### src/rtl/epa_pkg.sv
package epa_pkg;
    localparam int VA_W    = 48;
    localparam int DISP_W  = 32;
    localparam int PG_BITS = 12;
    localparam int N_LANES = 3;

    typedef enum logic [1:0] {
        SRC_LOAD     = 2'd0,
        SRC_ALU      = 2'd1,
        SRC_LOAD_RPL = 2'd2,
        SRC_RSVD     = 2'd3
    } src_e;

    typedef enum logic [1:0] {
        CLS_FAST = 2'd0,
        CLS_NORM = 2'd1,
        CLS_RPL  = 2'd2,
        CLS_NONE = 2'd3
    } cls_e;
endpackage

### src/rtl/epa_gate.sv
module epa_gate
    import epa_pkg::*;
#(
    parameter bit STRICT = 1'b1
) (
    input  logic [1:0]        src,
    input  logic [DISP_W-1:0] disp,
    input  logic              idx_used,
    input  logic [VA_W-1:0]   idx,
    output logic              try_fast
);
    logic src_ok;
    logic disp_ok;
    logic idx_ok;

    always_comb begin
        src_ok   = (src == SRC_LOAD) || (!STRICT && (src == SRC_LOAD_RPL));
        // upper bits clear (sign bit included) means 0..2047, no comparator
        disp_ok  = ~|disp[DISP_W-1:PG_BITS-1];
        idx_ok   = !idx_used || (idx == '0);
        try_fast = src_ok && disp_ok && idx_ok;
    end
endmodule

### src/rtl/epa_addr.sv
module epa_addr
    import epa_pkg::*;
(
    input  logic [VA_W-1:0]   base,
    input  logic [DISP_W-1:0] disp,
    input  logic              idx_used,
    input  logic [VA_W-1:0]   idx,
    output logic [VA_W-1:0]   ea,
    output logic              page_moved
);
    logic [VA_W-1:0] disp_ext;
    logic [VA_W-1:0] idx_term;

    always_comb begin
        disp_ext   = {{(VA_W-DISP_W){disp[DISP_W-1]}}, disp};
        idx_term   = idx_used ? idx : '0;
        ea         = base + idx_term + disp_ext;
        page_moved = ea[VA_W-1:PG_BITS] != base[VA_W-1:PG_BITS];
    end
endmodule

### src/rtl/early_page_agu.sv
module early_page_agu
    import epa_pkg::*;
#(
    parameter int ID_W     = 6,
    parameter int LAT_FAST = 4,
    parameter int LAT_NORM = 5,
    parameter int LAT_RPL  = 10,
    parameter bit STRICT   = 1'b1,
    localparam int LAT_W   = $clog2(LAT_RPL + 1)
) (
    input  logic                      clk,
    input  logic                      rst_n,
    input  logic                      in_valid,
    input  logic [ID_W-1:0]           in_id,
    input  logic [VA_W-1:0]           in_base,
    input  logic [DISP_W-1:0]         in_disp,
    input  logic                      in_idx_used,
    input  logic [VA_W-1:0]           in_idx,
    input  logic [1:0]                in_src,
    output logic [N_LANES-1:0]        out_valid,
    output logic [N_LANES*ID_W-1:0]   out_id,
    output logic [N_LANES*VA_W-1:0]   out_ea,
    output logic [N_LANES*LAT_W-1:0]  out_lat,
    output logic [N_LANES-1:0]        out_fast_hit,
    output logic [N_LANES*2-1:0]      out_src
);
    localparam int DEPTH = LAT_RPL;

    typedef struct packed {
        logic            vld;
        cls_e            cls;
        logic [ID_W-1:0] id;
        logic [VA_W-1:0] ea;
    } rec_t;

    typedef struct packed {
        rec_t [DEPTH-1:0] pipe;
    } state_t;

    state_t          st_d, st_q;
    logic            try_fast;
    logic            page_moved;
    logic [VA_W-1:0] ea_now;

    epa_gate #(.STRICT(STRICT)) u_gate (
        .src      (in_src),
        .disp     (in_disp),
        .idx_used (in_idx_used),
        .idx      (in_idx),
        .try_fast (try_fast)
    );

    epa_addr u_addr (
        .base       (in_base),
        .disp       (in_disp),
        .idx_used   (in_idx_used),
        .idx        (in_idx),
        .ea         (ea_now),
        .page_moved (page_moved)
    );

    // one record per issue slot; each lane taps the stage of its own latency
    always_comb begin
        st_d = st_q;
        st_d.pipe[0].vld = in_valid;
        st_d.pipe[0].id  = in_id;
        st_d.pipe[0].ea  = ea_now;
        if (!in_valid)
            st_d.pipe[0].cls = CLS_NONE;
        else if (!try_fast)
            st_d.pipe[0].cls = CLS_NORM;
        else if (page_moved)
            st_d.pipe[0].cls = CLS_RPL;
        else
            st_d.pipe[0].cls = CLS_FAST;
        for (int k = 1; k < DEPTH; k++)
            st_d.pipe[k] = st_q.pipe[k-1];
    end

    always_ff @(posedge clk) begin
        if (!rst_n)
            st_q <= '0;
        else
            st_q <= st_d;
    end

    for (genvar l = 0; l < N_LANES; l++) begin : g_lane
        localparam int   TAP  = (l == 0) ? LAT_FAST : (l == 1) ? LAT_NORM : LAT_RPL;
        localparam cls_e LCLS = cls_e'(l);
        localparam src_e LSRC = (l == 2) ? SRC_LOAD_RPL : SRC_LOAD;
        rec_t tap_rec;
        assign tap_rec                     = st_q.pipe[TAP-1];
        assign out_valid[l]                = tap_rec.vld && (tap_rec.cls == LCLS);
        assign out_id[l*ID_W +: ID_W]      = tap_rec.id;
        assign out_ea[l*VA_W +: VA_W]      = tap_rec.ea;
        assign out_lat[l*LAT_W +: LAT_W]   = LAT_W'(TAP);
        assign out_fast_hit[l]             = (LCLS == CLS_FAST) && out_valid[l];
        assign out_src[l*2 +: 2]           = LSRC;
    end
endmodule

### config.mk
export PLATFORM = sky130hd
export DESIGN_NAME = early_page_agu
export DESIGN_NICKNAME = d
export VERILOG_FILES = /design/src/rtl/epa_pkg.sv /design/src/rtl/epa_gate.sv /design/src/rtl/epa_addr.sv /design/src/rtl/early_page_agu.sv
export SDC_FILE = /design/constraint.sdc
export NUM_CORES = 1
export LEC_CHECK = 0
export CAP_MARGIN = 10
export CORE_ASPECT_RATIO = 1.4
export CORE_MARGIN = 8
export CORE_UTILIZATION = 60
export CTS_CLUSTER_DIAMETER = 200
export CTS_CLUSTER_SIZE = 8
export DETAILED_ROUTE_END_ITERATION = 6
export DONT_BUFFER_PORTS = 1
export PLACE_DENSITY = 0.76
export SLEW_MARGIN = 20
export SYNTH_ARGS = -nofsm -noshare
export SYNTH_HDL_FRONTEND = slang
export SYNTH_SLANG_ARGS = --single-unit
### constraint.sdc
create_clock -name clk -period 14.8 [get_ports clk]
set_input_delay 2.22 -clock clk [delete_from_list [all_inputs] [get_ports clk]]
set_output_delay 2.22 -clock clk [all_outputs]
set_load 0.005 [all_outputs]
=== Word level (Yosys, flattened, before mapping) ===
Index checks and enable logic that the tools add are counted.

* Input bits: 140
* Register bits after elaboration: 570
* Word-level logic and storage cells: 61
* Output and inout bits: 186

* Add/subtract/negate cells: 2
* Reductions and logical operators: 12
* Muxes and demuxes: 4
* Eq/ne operators: 3

{| class="wikitable"
|+ Operators by type and width
! operator !! number
|-
| 48-bit adder || 2
|-
| 48-bit logical NOT || 1
|-
| 48-bit 2-to-1 mux || 1
|-
| 36-bit != test || 1
|-
| 21-bit OR reduction || 1
|-
| 2-bit 2-to-1 mux || 3
|-
| 1-bit logical AND || 5
|-
| 2-bit logical NOT || 2
|-
| 2-bit by 1-bit == test with 1-bit output (second input constant) || 1
|-
| 2-bit == test (second input constant) || 1
|-
| 1-bit logical NOT || 2
|-
| 1-bit logical OR || 1
|}

=== Longest topological paths before layout ===
Gate-level depths: netlist (run 1).

* Depth in word-level cells: 7
* Gate-level depth with buffers: 19
* Depth with buffers taken out: 17

=== Cells and area by module ===
Synthesis (run 1) repeated with hierarchy kept, for this count alone.

* Cells, all modules: 2071
* Area total of the unflattened synthesis: 21977.3 um2

{| class="wikitable"
|+ Modules (own cells, without submodules)
! module !! cells an instance !! area each (um2) !! sequential area each (um2) !! instances
|-
| early_page_agu || 1394 || 16843.7 || 11410.9 || 1
|-
| epa_addr || 652 || 4968.5 || 0.0 || 1
|-
| epa_gate || 25 || 165.2 || 0.0 || 1
|}

=== Worst setup path before layout (run 1) ===
OpenSTA, ideal clock, no wires.

* Path type: input to register
* From: input in_idx_used
* To: register st_q (netlist bit st_d[112])
* Path slack: 8.602 ns
* Cell stages on the path: 18
* Setup time: 0.120 ns
* Buffers on the path: 1
* Required time: 14.680 ns
* Arrival time: 6.078 ns
* Cell sequence: clkbuf_1 nand2_1 fa_1 inv_1 ha_1 inv_1 fa_1 nand2b_1 a21o_1 a211oi_2 nor2_2 xnor3_1 a41o_1 or3b_1 or4_1 nor4_1 nand4_1 o31a_1

* Longest elaborated chain between the ends: 7
* Elaborated cells between the ends (all ways): 10
* Classes of those cells: 2 x add/sub; 1 x eq/ne; 4 x mux; 3 x reduce/logical

{| class="wikitable"
|+ RTL lines
! what !! line !! text
|-
| from (decl) || early_page_agu.sv:17 || <nowiki>input logic in_idx_used,</nowiki>
|-
| 48-bit 2-to-1 mux || epa_addr.sv:16 || <nowiki>idx_term = idx_used ? idx : '0;</nowiki>
|-
| 48-bit adder (2 in series) || epa_addr.sv:17 || <nowiki>ea = base + idx_term + disp_ext;</nowiki>
|-
| 36-bit != test || epa_addr.sv:18 || <nowiki>page_moved = ea[VA_W-1:PG_BITS] != base[VA_W-1:PG_BITS];</nowiki>
|-
| 2-bit 2-to-1 mux || early_page_agu.sv:72 || <nowiki>else if (page_moved)</nowiki>
|-
| 2-bit 2-to-1 mux (*) || early_page_agu.sv:70 || <nowiki>else if (!try_fast)</nowiki>
|-
| 2-bit 2-to-1 mux (*) || early_page_agu.sv:68 || <nowiki>if (!in_valid)</nowiki>
|-
| to (signal assigned) || early_page_agu.sv:84 || <nowiki>st_q <= st_d;</nowiki>
|-
| to (decl) || early_page_agu.sv:40 || <nowiki>state_t st_d, st_q;</nowiki>
|}

Mark *: on every way between the ends. The rest lies on a longest branch, timed or not.
A chain may end at the register's enable or synchronous reset.

=== Worst setup path in the final report (run 1) ===
* From: input in_base[1]
* To: register st_q (netlist bit st_d[112])

* Longest elaborated chain between the ends: 6

{| class="wikitable"
|+ RTL lines
! what !! line !! text
|-
| from (decl) || early_page_agu.sv:15 || <nowiki>input logic [VA_W-1:0] in_base,</nowiki>
|-
| 48-bit adder (2 in series) || epa_addr.sv:17 ||
|-
| 36-bit != test || epa_addr.sv:18 ||
|-
| 2-bit 2-to-1 mux || early_page_agu.sv:72 ||
|-
| 2-bit 2-to-1 mux || early_page_agu.sv:70 ||
|-
| 2-bit 2-to-1 mux || early_page_agu.sv:68 ||
|}

No other way between the ends.

==> results of run 1 <==
-- per-layer routing --
metal,share of wire [%],vias to the layer above
met5,0,-
met1,39,5647
met4,4.7,0
met2,49,455
met3,7.8,91
li1,-,6158
-- cells by family after synthesis --
kind of cell	share of synthesized area [%]
and+or+nand+nor	22.6
DFF	52.0
buffers and inverters	8.77
AOI/OAI and AO/OA	6.04
adders and majority gates	7.00
xor gates and xnor gates	3.40
muxes	0.143
other	0.0342
-- layout make-up --
type                            instances  area [sq um]
Clock buffer                           84          2100
Clock inverter                          3          33.8
Fill cell                            2848         13500
Inverter                               21          78.8
Multi-Input combinational cell       1240          8680
Sequential cell                       570         11400
Tap cell                              467           584
Timing Repair Buffer                    1          7.51
-- stage by stage --
| stage | worst slack, ns | cells | cell area (sq um) | power (mW) | hold WS, ns |
|---|---|---|---|---|---|
| 6_report | 8.65 | 2386 | 22900 | 3.72 | 0.410 |
| 5_1_grt | 8.44 | 2386 | 22900 | 3.89 | 0.429 |
| 4_1_cts | 8.71 | 2386 | 22900 | 3.76 | 0.406 |
| 3_5_place_dp | 8.10 | 2299 | 20800 | 2.20 | 0.417 |
| 3_3_place_gp | 8.13 | 2299 | 20800 | 2.20 | 0.414 |
| 2_1_floorplan | 8.60 | 2111 | 22000 | 2.10 | 0.412 |
-- power by group --
group	internal, mW	switching, mW
Clock	0.985	0.559
Combinational	0.213	0.319
Sequential	1.62	0.0223
Total	2.82	0.900
-- cell usage after synthesis, drive strengths merged, types with 3 or more instances --
| library cell | number | area share [%] |
|---|---|---|
| o21a | 8 | 0.27 |
| and2 | 579 | 17 |
| xnor2 | 50 | 2.0 |
| fa | 48 | 4.4 |
| nand2 | 61 | 1.0 |
| o211ai | 8 | 0.30 |
| o21bai | 6 | 0.21 |
| nor2 | 89 | 1.5 |
| nand4 | 26 | 0.74 |
| xor2 | 22 | 0.88 |
| a211oi | 5 | 0.22 |
| clkbuf | 80 | 1.6 |
| nand3 | 17 | 0.39 |
| inv | 20 | 0.34 |
| o311ai | 3 | 0.12 |
| nor4 | 23 | 0.66 |
| o21ai | 36 | 0.84 |
| and3 | 5 | 0.15 |
| a21oi | 70 | 1.6 |
| o31ai | 5 | 0.17 |
| or4 | 6 | 0.21 |
| buf | 200 | 6.9 |
| ha | 46 | 2.6 |
| o221ai | 3 | 0.18 |
| a221oi | 4 | 0.16 |
| nand2b | 7 | 0.20 |
| or3 | 5 | 0.14 |
| xnor3 | 5 | 0.53 |
| a21o | 13 | 0.45 |
| o311a | 3 | 0.14 |
| nor3 | 17 | 0.39 |
| a21boi | 3 | 0.15 |
| dfxtp | 570 | 52 |
| nor3b | 3 | 0.10 |
| and4 | 4 | 0.16 |
| a31oi | 5 | 0.14 |
| o2111ai | 5 | 0.20 |
-- state kept, by name, summed over array words and instances, names as in the netlist --
register        cells
out_id             18
out_ea            144
st_d              399
g_lane.tap_rec      9
-- worst max-delay path: stages --
cell and delay, ns:
inv_1 0.03, fa_1 0.46, inv_1 0.07, ha_1 0.18, inv_1 0.06, fa_1 0.39
nand2b_1 0.18, a21o_1 0.24, a211oi_2 0.49, nor2_2 0.14, xnor3_1 0.22, a41o_1 0.20
or3b_1 0.42, or4_1 0.54, nor4_1 0.33, nand4_1 0.14, o31a_1 0.29
-- how the worst max path moves through the flow --
stage	from	to	slack [ns]	cells after the start
final	in_base[1]	st_d[112]	8.65	17
after CTS	in_base[1]	st_d[112]	8.71	17
after floorplan	in_idx_used	st_d[112]	8.60	18
after global routing	in_idx[16]	st_d[112]	8.44	13
after detailed placement	in_base[1]	st_d[112]	8.10	17
after global placement	in_base[1]	st_d[112]	8.13	17
==> results_dict.tcl, run 1 <==
set metrics [dict create \
    status "finished, final reports clean" \
    wire_per_inst_um 18.7 \
    die_w_um 178 \
    final_common_cell "and2_1" \
    syn_area_per_cell_sq_um 10.5 \
    r2r-start "out_ea[23]" \
    place_congestion 0.897 \
    postCtsSetupBuffers 0 \
    first_iter_violations 781 \
    yosysWarnings 0 \
    tightest_slew_ns 0.848 \
    rsz0062_at_grt "no" \
    finClkSkew_ns 0.0194 \
    antennaDiodeCount 0 \
    netlist-cell-type-count 79 \
    peakVddDrop_uv 137 \
    yosys_register_bits 570 \
    finalHoldViolations 0 \
    use_met2_pct 34.3 \
    rrSetupSlack_ns 14.17 \
    p_leak_nw 9.45 \
    hold_path.class "flop to flop" \
    grt_use_total_pct 20.3 \
    synth-async-reset-ratio_pct 0 \
    cts_hold_buf 0 \
    synth-main-ff-cell "dfxtp_1" \
    die-area_sq_mm 0.0430 \
    slew_violations 0 \
    setup_viol 0 \
    r2r_end "out_ea[71]" \
    tns_ns 0 \
    drt-pass1-iter-count 5 \
    netlist_instances 2093 \
    grt_max_degree 536 \
    finish.utilization_pct 63.0 \
    rows 83 \
    grt_pass1_vias 12500 \
    min_to "st_d[172]" \
    nNetsFinal 2149 \
    insertion_delay_ns 0.56 \
    clkTransAtPathRegs_ns 0.06 \
    start_kind "primary input" \
    synth_edf_count 0 \
    clockBufferDepth 3 \
    core_area_sq_mm 0.0363 \
    synth_area_sq_mm 0.0219 \
    timing.fmax_ghz 0.163 \
    wl_um 44700 \
    grt_use_met3_pct 6.10 \
    busiest_layer "met2" \
    grt_util_met1_pct 22.2 \
    avgViaCountPerCell 5.18 \
    holdCritStartpoint "st_d[115]" \
    ioPinCount 326 \
    antenna_found_initial 0 \
    slew_headroom_pct 43.0 \
    ant_nets 0 \
    crit_path_end_kind "flop" \
    drc 0 \
    reg2reg_depth 1 \
    dp_hpwl_um 33100 \
    die_h_um 242 \
    clock_sinks 570 \
    drive_above_1_share_pct 5.94 \
    h-tree-depth 3 \
    finalCritPeriodShare_pct 41.5 \
    cts.root.buffer_cell "clkbuf_16" \
    fin_crit_ns 6.15 \
    tritoncts "done" \
    gr-total-overflow 0 \
    drv_cap 0 \
    syn_to_final_growth_pct 4.33 \
    start_util_pct 60.4 \
    io_buffers 0 \
    ys_seq_area_share_pct 52.0 \
    numCtsBuffers 81 \
    whs_path_depth 1 \
    grt_pass1_wl_um 68500 \
    crit_fanout 6 \
    critical_path_required_ns 15.25 \
    cts_resized 0 \
    final_cell_mix "and2_1, dfxtp_1, nor2_1" \
    cp_data_arrival_time_ns 6.60 \
    num_vias 12400 \
    worstSetupPathType "primary input to flop" \
    p_per_area_mw_per_mm2 162 \
]
Note: power is estimated with default switching activity, not from simulation.
==> run 2: changes to the inputs <==
--- a/config.mk
+++ b/config.mk
@@ -5,6 +5,7 @@
 export SDC_FILE = /design/constraint.sdc
 export NUM_CORES = 1
 export LEC_CHECK = 0
+export ABC_AREA = 1
 export CAP_MARGIN = 10
 export CORE_ASPECT_RATIO = 1.4
 export CORE_MARGIN = 8
==> constraint.sdc (replaced) <==
create_clock -name clk -period 6.4 [get_ports clk]
set_input_delay 0.96 -clock clk [delete_from_list [all_inputs] [get_ports clk]]
set_output_delay 0.96 -clock clk [all_outputs]
set_load 0.005 [all_outputs]
==> results_dict.tcl, run 2 <==
set metrics [dict create \
    ant_nets 0 \
    cts_resized 0 \
    nNetsFinal 3194 \
    cp_data_arrival_time_ns 4.10 \
    clkTransAtPathRegs_ns 0.06 \
    place_congestion 1.01 \
    avgViaCountPerCell 4.65 \
    cp_slowest_stage_delay_ns 0.47 \
    cts_hold_buf 0 \
    holdCritStartpoint "st_d[116]" \
    grt_pass1_wl_um 83700 \
    tritoncts "done" \
    p_per_area_mw_per_mm2 348 \
    tns_ns 0 \
    setup_viol 0 \
    finalHoldViolations 0 \
    p_leak_nw 15.4 \
    largest_reg_flops 399 \
    synth.most_common_cell "nand2_1" \
    syn_to_final_growth_pct 5.30 \
    ys_seq_area_share_pct 48.5 \
    die-area_sq_mm 0.0459 \
    start_kind "primary input" \
    rows 86 \
    die_w_um 183 \
    crit_chain "inv_1 > fa_1 > inv_1 > ha_1 > inv_1 > fa_1 > inv_1 > nand3_1 > nand2_1 > nand3_1 > nand3_2 > nand2_2 > nand2_1 > nand2_1 > nand2_1 > nand2_1 > nand2_1 > nand2_1 > nor2_1 > nand2_1 > nor2_1 > nand4_1 > nand2_1 > a21oi_1" \
    wire_per_inst_um 15.5 \
    start_util_pct 60.2 \
    yosysWarnings 0 \
    critical_path_required_ns 6.82 \
    gr-total-overflow 0 \
    core_area_sq_mm 0.0391 \
    netlist-cell-type-count 35 \
    first_iter_violations 931 \
    timing.fmax_ghz 0.272 \
    synth_area_sq_mm 0.0235 \
    ioPinCount 326 \
    antenna_found_initial 1 \
    grt_use_total_pct 23.5 \
    drt-pass1-iter-count 5 \
    tightest_slew_ns 1.02 \
    antennaDiodeCount 0 \
    crit_start "in_base[1]" \
    dp_hpwl_um 41600 \
    status "finished, final reports clean" \
    clock_sinks 570 \
    final_cell_mix "nand2_1, inv_1, dfxtp_1" \
    insertion_delay_ns 0.57 \
    slew_violations 0 \
    yosys.area.top_type "dfxtp_1" \
    grt_max_degree 531 \
    h-tree-depth 3 \
    synth_edf_count 0 \
    drive_above_1_share_pct 4.35 \
    crit_path_end_kind "flop" \
    wl_um 54200 \
    die_h_um 250 \
    fin_crit_ns 3.68 \
    yosys-top-cells-area "dfxtp_1, nand2_1, inv_1" \
    worstSetupPathType "primary input to flop" \
    path_common_cell "nand2_1" \
    cts.root.buffer_cell "clkbuf_16" \
    clockBufferDepth 3 \
    critPathSlowestCell "fa_1" \
    num_vias 16200 \
    grt_pass1_vias 16200 \
    rsz0062_at_grt "no" \
    finClkSkew_ns 0.0138 \
    r2r-start "out_ea[72]" \
    ys_top_cells_by_count "nand2_1, inv_1, dfxtp_1" \
    crit_fanout 5 \
    power_mw 8.61 \
    drc 0 \
    hold_path.class "flop to flop" \
    drv_cap 0 \
    synth-main-ff-cell "dfxtp_1" \
    yosysTopAreaCellShare_pct 48.5 \
    syn_area_per_cell_sq_um 7.56 \
    slew_headroom_pct 31.6 \
    postCtsSetupBuffers 0 \
    netlist_instances 3110 \
    yosys_register_bits 570 \
    peakVddDrop_uv 190 \
    finalCritPeriodShare_pct 57.5 \
    numCtsBuffers 81 \
    synth-async-reset-ratio_pct 0 \
    final_common_cell "nand2_1" \
    io_buffers 0 \
]
-- run 2: cell types whose count changed in the layout (fill, tap and decap cells not counted), sizes merged, moves of 10 or more --
| cell | change |
|---|---|
| and2 | -579 |
| inv | +763 |
| nor2 | +27 |
| nand3 | +76 |
| nand3b | +12 |
| xor2 | -17 |
| a21o | -13 |
| nor3 | -10 |
| xnor2 | -43 |
| o21ai | -16 |
| nand2 | +961 |
-- run 2: worst max-delay path, delay by kind of cell --
| family | cells | cell delay (ns) |
|---|---|---|
| compound gates | 1 | 0.06 |
| fa+ha+maj | 3 | 1.09 |
| buf+inv | 4 | 0.25 |
| simple gates | 16 | 1.73 |
-- run 2: layout make-up --
type | instances | area, sq um
inverter | 783 | 2940
fill | 3240 | 14300
tap | 528 | 661
clock buffer | 82 | 2050
multi-input combinational | 1524 | 7590
clock inverter | 5 | 93.8
sequential | 570 | 11400
-- run 2: final timing paths --
check,endpoint,slack (ns),cells after the start
setup / recovery,st_d[112],2.72,24
hold / removal,st_d[173],0.40,2
hold reg to reg,st_d[173],0.40,2
setup reg to reg,st_d[366],5.78,2
-- run 2: cell families after synthesis --
family / count (synthesis) / share of synthesized area (%)
AO/OA/AOI/OAI: 103 / 2.33
XOR/XNOR: 16 / 0.836
adder cells (fa/ha/maj): 94 / 6.54
buffers and inverters: 1034 / 19.4
flip-flops: 570 / 48.5
other: 2 / 0.0320
AND/OR/NAND/NOR: 1291 / 22.3
-- run 2: per-stage QoR --
| step | setup WS (ns) | cells | util, % | hold slack [ns] | instance area, sq um |
|---|---|---|---|---|---|
| after floorplan | 2.36 | 3128 | - | 0.390 | 23600 |
| after detailed placement | 2.10 | 3405 | 57.9 | 0.395 | 22600 |
| after global placement | 2.10 | 3405 | 57.9 | 0.392 | 22600 |
| final | 2.72 | 3492 | 63.4 | 0.401 | 24800 |
| after global routing | 2.48 | 3492 | 63.4 | 0.418 | 24800 |
| after CTS | 2.69 | 3492 | 63.4 | 0.400 | 24800 |
-- run 2: report_power, final --
part | internal (mW) | leakage (nW) | total, mW | switching [mW]
sequential | 3.72 | 4.62 | 3.78 | 0.0552
clock | 2.25 | 1.05 | 3.59 | 1.34
combinational | 0.420 | 9.74 | 1.24 | 0.824
total | 6.39 | 15.4 | 8.61 | 2.22
-- run 2: metal layers --
metal | share of wire, % | GRT usage, % | routed length (um) | up-vias
met2 | 52 | 43.8 | 28200 | 464
met1 | 38 | 25.3 | 20800 | 7300
li1 | - | - | - | 8377
met4 | 3.2 | 9.01 | 1720 | 0
met5 | 0 | 0 | 0 | -
met3 | 6.4 | 5.03 | 3490 | 92
==> run 3: changes to the inputs <==
--- a/config.mk
+++ b/config.mk
@@ -9,12 +9,12 @@
 export CAP_MARGIN = 10
 export CORE_ASPECT_RATIO = 1.4
 export CORE_MARGIN = 8
-export CORE_UTILIZATION = 60
+export CORE_UTILIZATION = 57
 export CTS_CLUSTER_DIAMETER = 200
 export CTS_CLUSTER_SIZE = 8
 export DETAILED_ROUTE_END_ITERATION = 6
 export DONT_BUFFER_PORTS = 1
-export PLACE_DENSITY = 0.76
+export PLACE_DENSITY = 0.75
 export SLEW_MARGIN = 20
 export SYNTH_ARGS = -nofsm -noshare
 export SYNTH_HDL_FRONTEND = slang
==> constraint.sdc (replaced) <==
create_clock -name clk -period 3 [get_ports clk]
set_input_delay 0.45 -clock clk [delete_from_list [all_inputs] [get_ports clk]]
set_output_delay 0.45 -clock clk [all_outputs]
set_load 0.005 [all_outputs]
==> results_dict.tcl, run 3 (same netlist as run 2, synthesis figures left out) <==
set metrics [dict create \
    worstSetupPathType "primary input to flop" \
    antenna_found_initial 0 \
    p_per_area_mw_per_mm2 730 \
    start_kind "primary input" \
    pwr-share-seq_pct 41.1 \
    p_int_mw 14.3 \
    fin_crit_ns 2.84 \
    drt-pass1-iter-count 7 \
    cts.root.buffer_cell "clkbuf_16" \
    status "finished, violations left" \
    wl_um 62800 \
    drive_above_1_share_pct 12.5 \
    core_area_sq_mm 0.0410 \
    slew_violations 0 \
    slew_headroom_pct 29.5 \
    hold_path.class "primary input to flop" \
    io_buffers 0 \
    p_leak_nw 16.5 \
    numCtsBuffers 81 \
    grt_pass1_wl_um 96500 \
    start_util_pct 57.4 \
    grt_max_degree 423 \
    grt_pass1_vias 18000 \
    clock_sinks 570 \
    grt_use_total_pct 25.5 \
    holdWs_ns -0.00640 \
    final_common_cell "nand2_1" \
    gr-total-overflow 0 \
    dpl.cell_count 3610 \
    setup_viol 0 \
    maxUsedRoutingLayer "met4" \
    p_sw_share_pct 26.9 \
    switching_power_mw 5.27 \
    pwr-share-comb_pct 18.8 \
    violations "negative hold slack" \
    wire_per_inst_um 16.9 \
    drc 0 \
    syn_to_final_growth_pct 14.3 \
    drv_cap 0 \
    avgViaCountPerCell 4.68 \
    die_h_um 256 \
    die-area_sq_mm 0.0481 \
    clkTransAtPathRegs_ns 0.05 \
    final_cell_mix "nand2_1, inv_1, dfxtp_1" \
    ioPinCount 326 \
    wl_met1_um 24100 \
    clockBufferDepth 3 \
    insertion_delay_ns 0.59 \
    final_area_sq_mm 0.0269 \
    place_congestion 0.972 \
    tightest_slew_ns 1.06 \
    die_w_um 188 \
    finClkSkew_ns 0.0272 \
    placed_area_sq_mm 0.0241 \
    power_frac_clock_pct 40.1 \
    nNetsFinal 3404 \
    dp_hpwl_um 45300 \
    tritoncts "done" \
    largest_reg_flops 399 \
    wl_met2_um 33200 \
    num_vias 17400 \
    wl_met3_um 3780 \
    h-tree-depth 3 \
    finalHoldViolations 2 \
    instances_no_fill 3717 \
    timing.fmax_ghz 0.353 \
    finalCritPeriodShare_pct 94.5 \
    rows 88 \
    ant_nets 0 \
    critical_path_required_ns 3.41 \
    peakVddDrop_uv 430 \
    fill_cells 3291 \
    crit_fanout 49 \
    crit_path_end_kind "flop" \
    first_iter_violations 901 \
    cp_data_arrival_time_ns 3.25 \
]
## run 3: changes by cell type in the layout (fill, tap and decap cells not counted), moves of 8 or more
cell / change
nand3_1: -8
nor2_1: -10
nor2_4: +8
dlygate4sd3_1: +12
ha_1: -16
nand2_2: +18
ha_4: +13
nand2_1: -23
buf_4: +197
## run 3: final timing paths
check,slack [ns],cells past startpoint,to,startpoint
max,0.16,21,st_d[112],in_idx_used
min,-0.006,2,out_ea[136],rst_n
max reg2reg,2.33,2,st_d[365],out_ea[71]
min reg2reg,0.38,2,st_d[142],st_d[85]
## run 3: repair_timing
action	4_1_cts	5_1_grt
hold endpoints to repair	78	16
endpoints found under the setup margin	1	1
resized for setup	1	83
pin swaps	0	27
hold buffers	9	4
setup buffers	0	4
## run 3: final cells by class
type	instances	area [sq um]	share of cell area [%]
sequential	570	11400	42.5
clock buffer	81	2030	7.55
inverter	783	2940	10.9
timing repair buffer	210	1630	6.06
antenna	1	2.50	0.00932
multi-input combinational	1524	8010	29.8
clock inverter	8	168	0.624
tap	540	676	2.52
## run 3: routing by layer
metal	up-vias	global-route usage [%]
li1	8801	-
met1	8033	28.0
met2	483	48.0
met3	87	5.43
met4	0	8.09
met5	-	0
## run 3: metrics by stage
step	worst slack [ns]	setup TNS (ns)	power, mW	hold WS [ns]	util [%]
final	0.164	0	19.6	-0.00640	65.6
after global routing	-0.00438	-0.00438	20.5	-0.0161	65.6
after detailed placement	-0.618	-1.03	11.6	0.395	58.8
after global placement	-0.632	-1.08	11.5	0.391	58.8
after floorplan	-0.105	-0.105	10.3	0.390	-
after CTS	0.0158	0	19.5	0.00253	64.4
## run 3: worst max-delay path: stages
cell      delay (ns)
nand2_1         0.05
inv_1           0.05
fa_1            0.43
ha_1            0.39
nand2_1         0.10
nand2_1         0.09
nand2_1         0.07
nand2_1         0.15
a21oi_4         0.21
buf_4           0.15
o21ai_0         0.09
nand2_1         0.20
nand3_1         0.12
nand2_1         0.10
nand3b_1        0.08
nand2_1         0.07
nand2_1         0.09
nor2_1          0.11
nand4_1         0.09
nand2_1         0.09
a21oi_2         0.05
## run 3: power by group through the flow
stage | Sequential (mW) | Combinational, mW | Clock, mW
2_1_floorplan | 8.15 | 2.11 | 0
3_5_place_dp | 8.20 | 3.38 | 0
3_3_place_gp | 8.19 | 3.35 | 0
4_1_cts | 8.06 | 3.44 | 7.99
6_report | 8.06 | 3.68 | 7.87
5_1_grt | 8.08 | 4.10 | 8.35
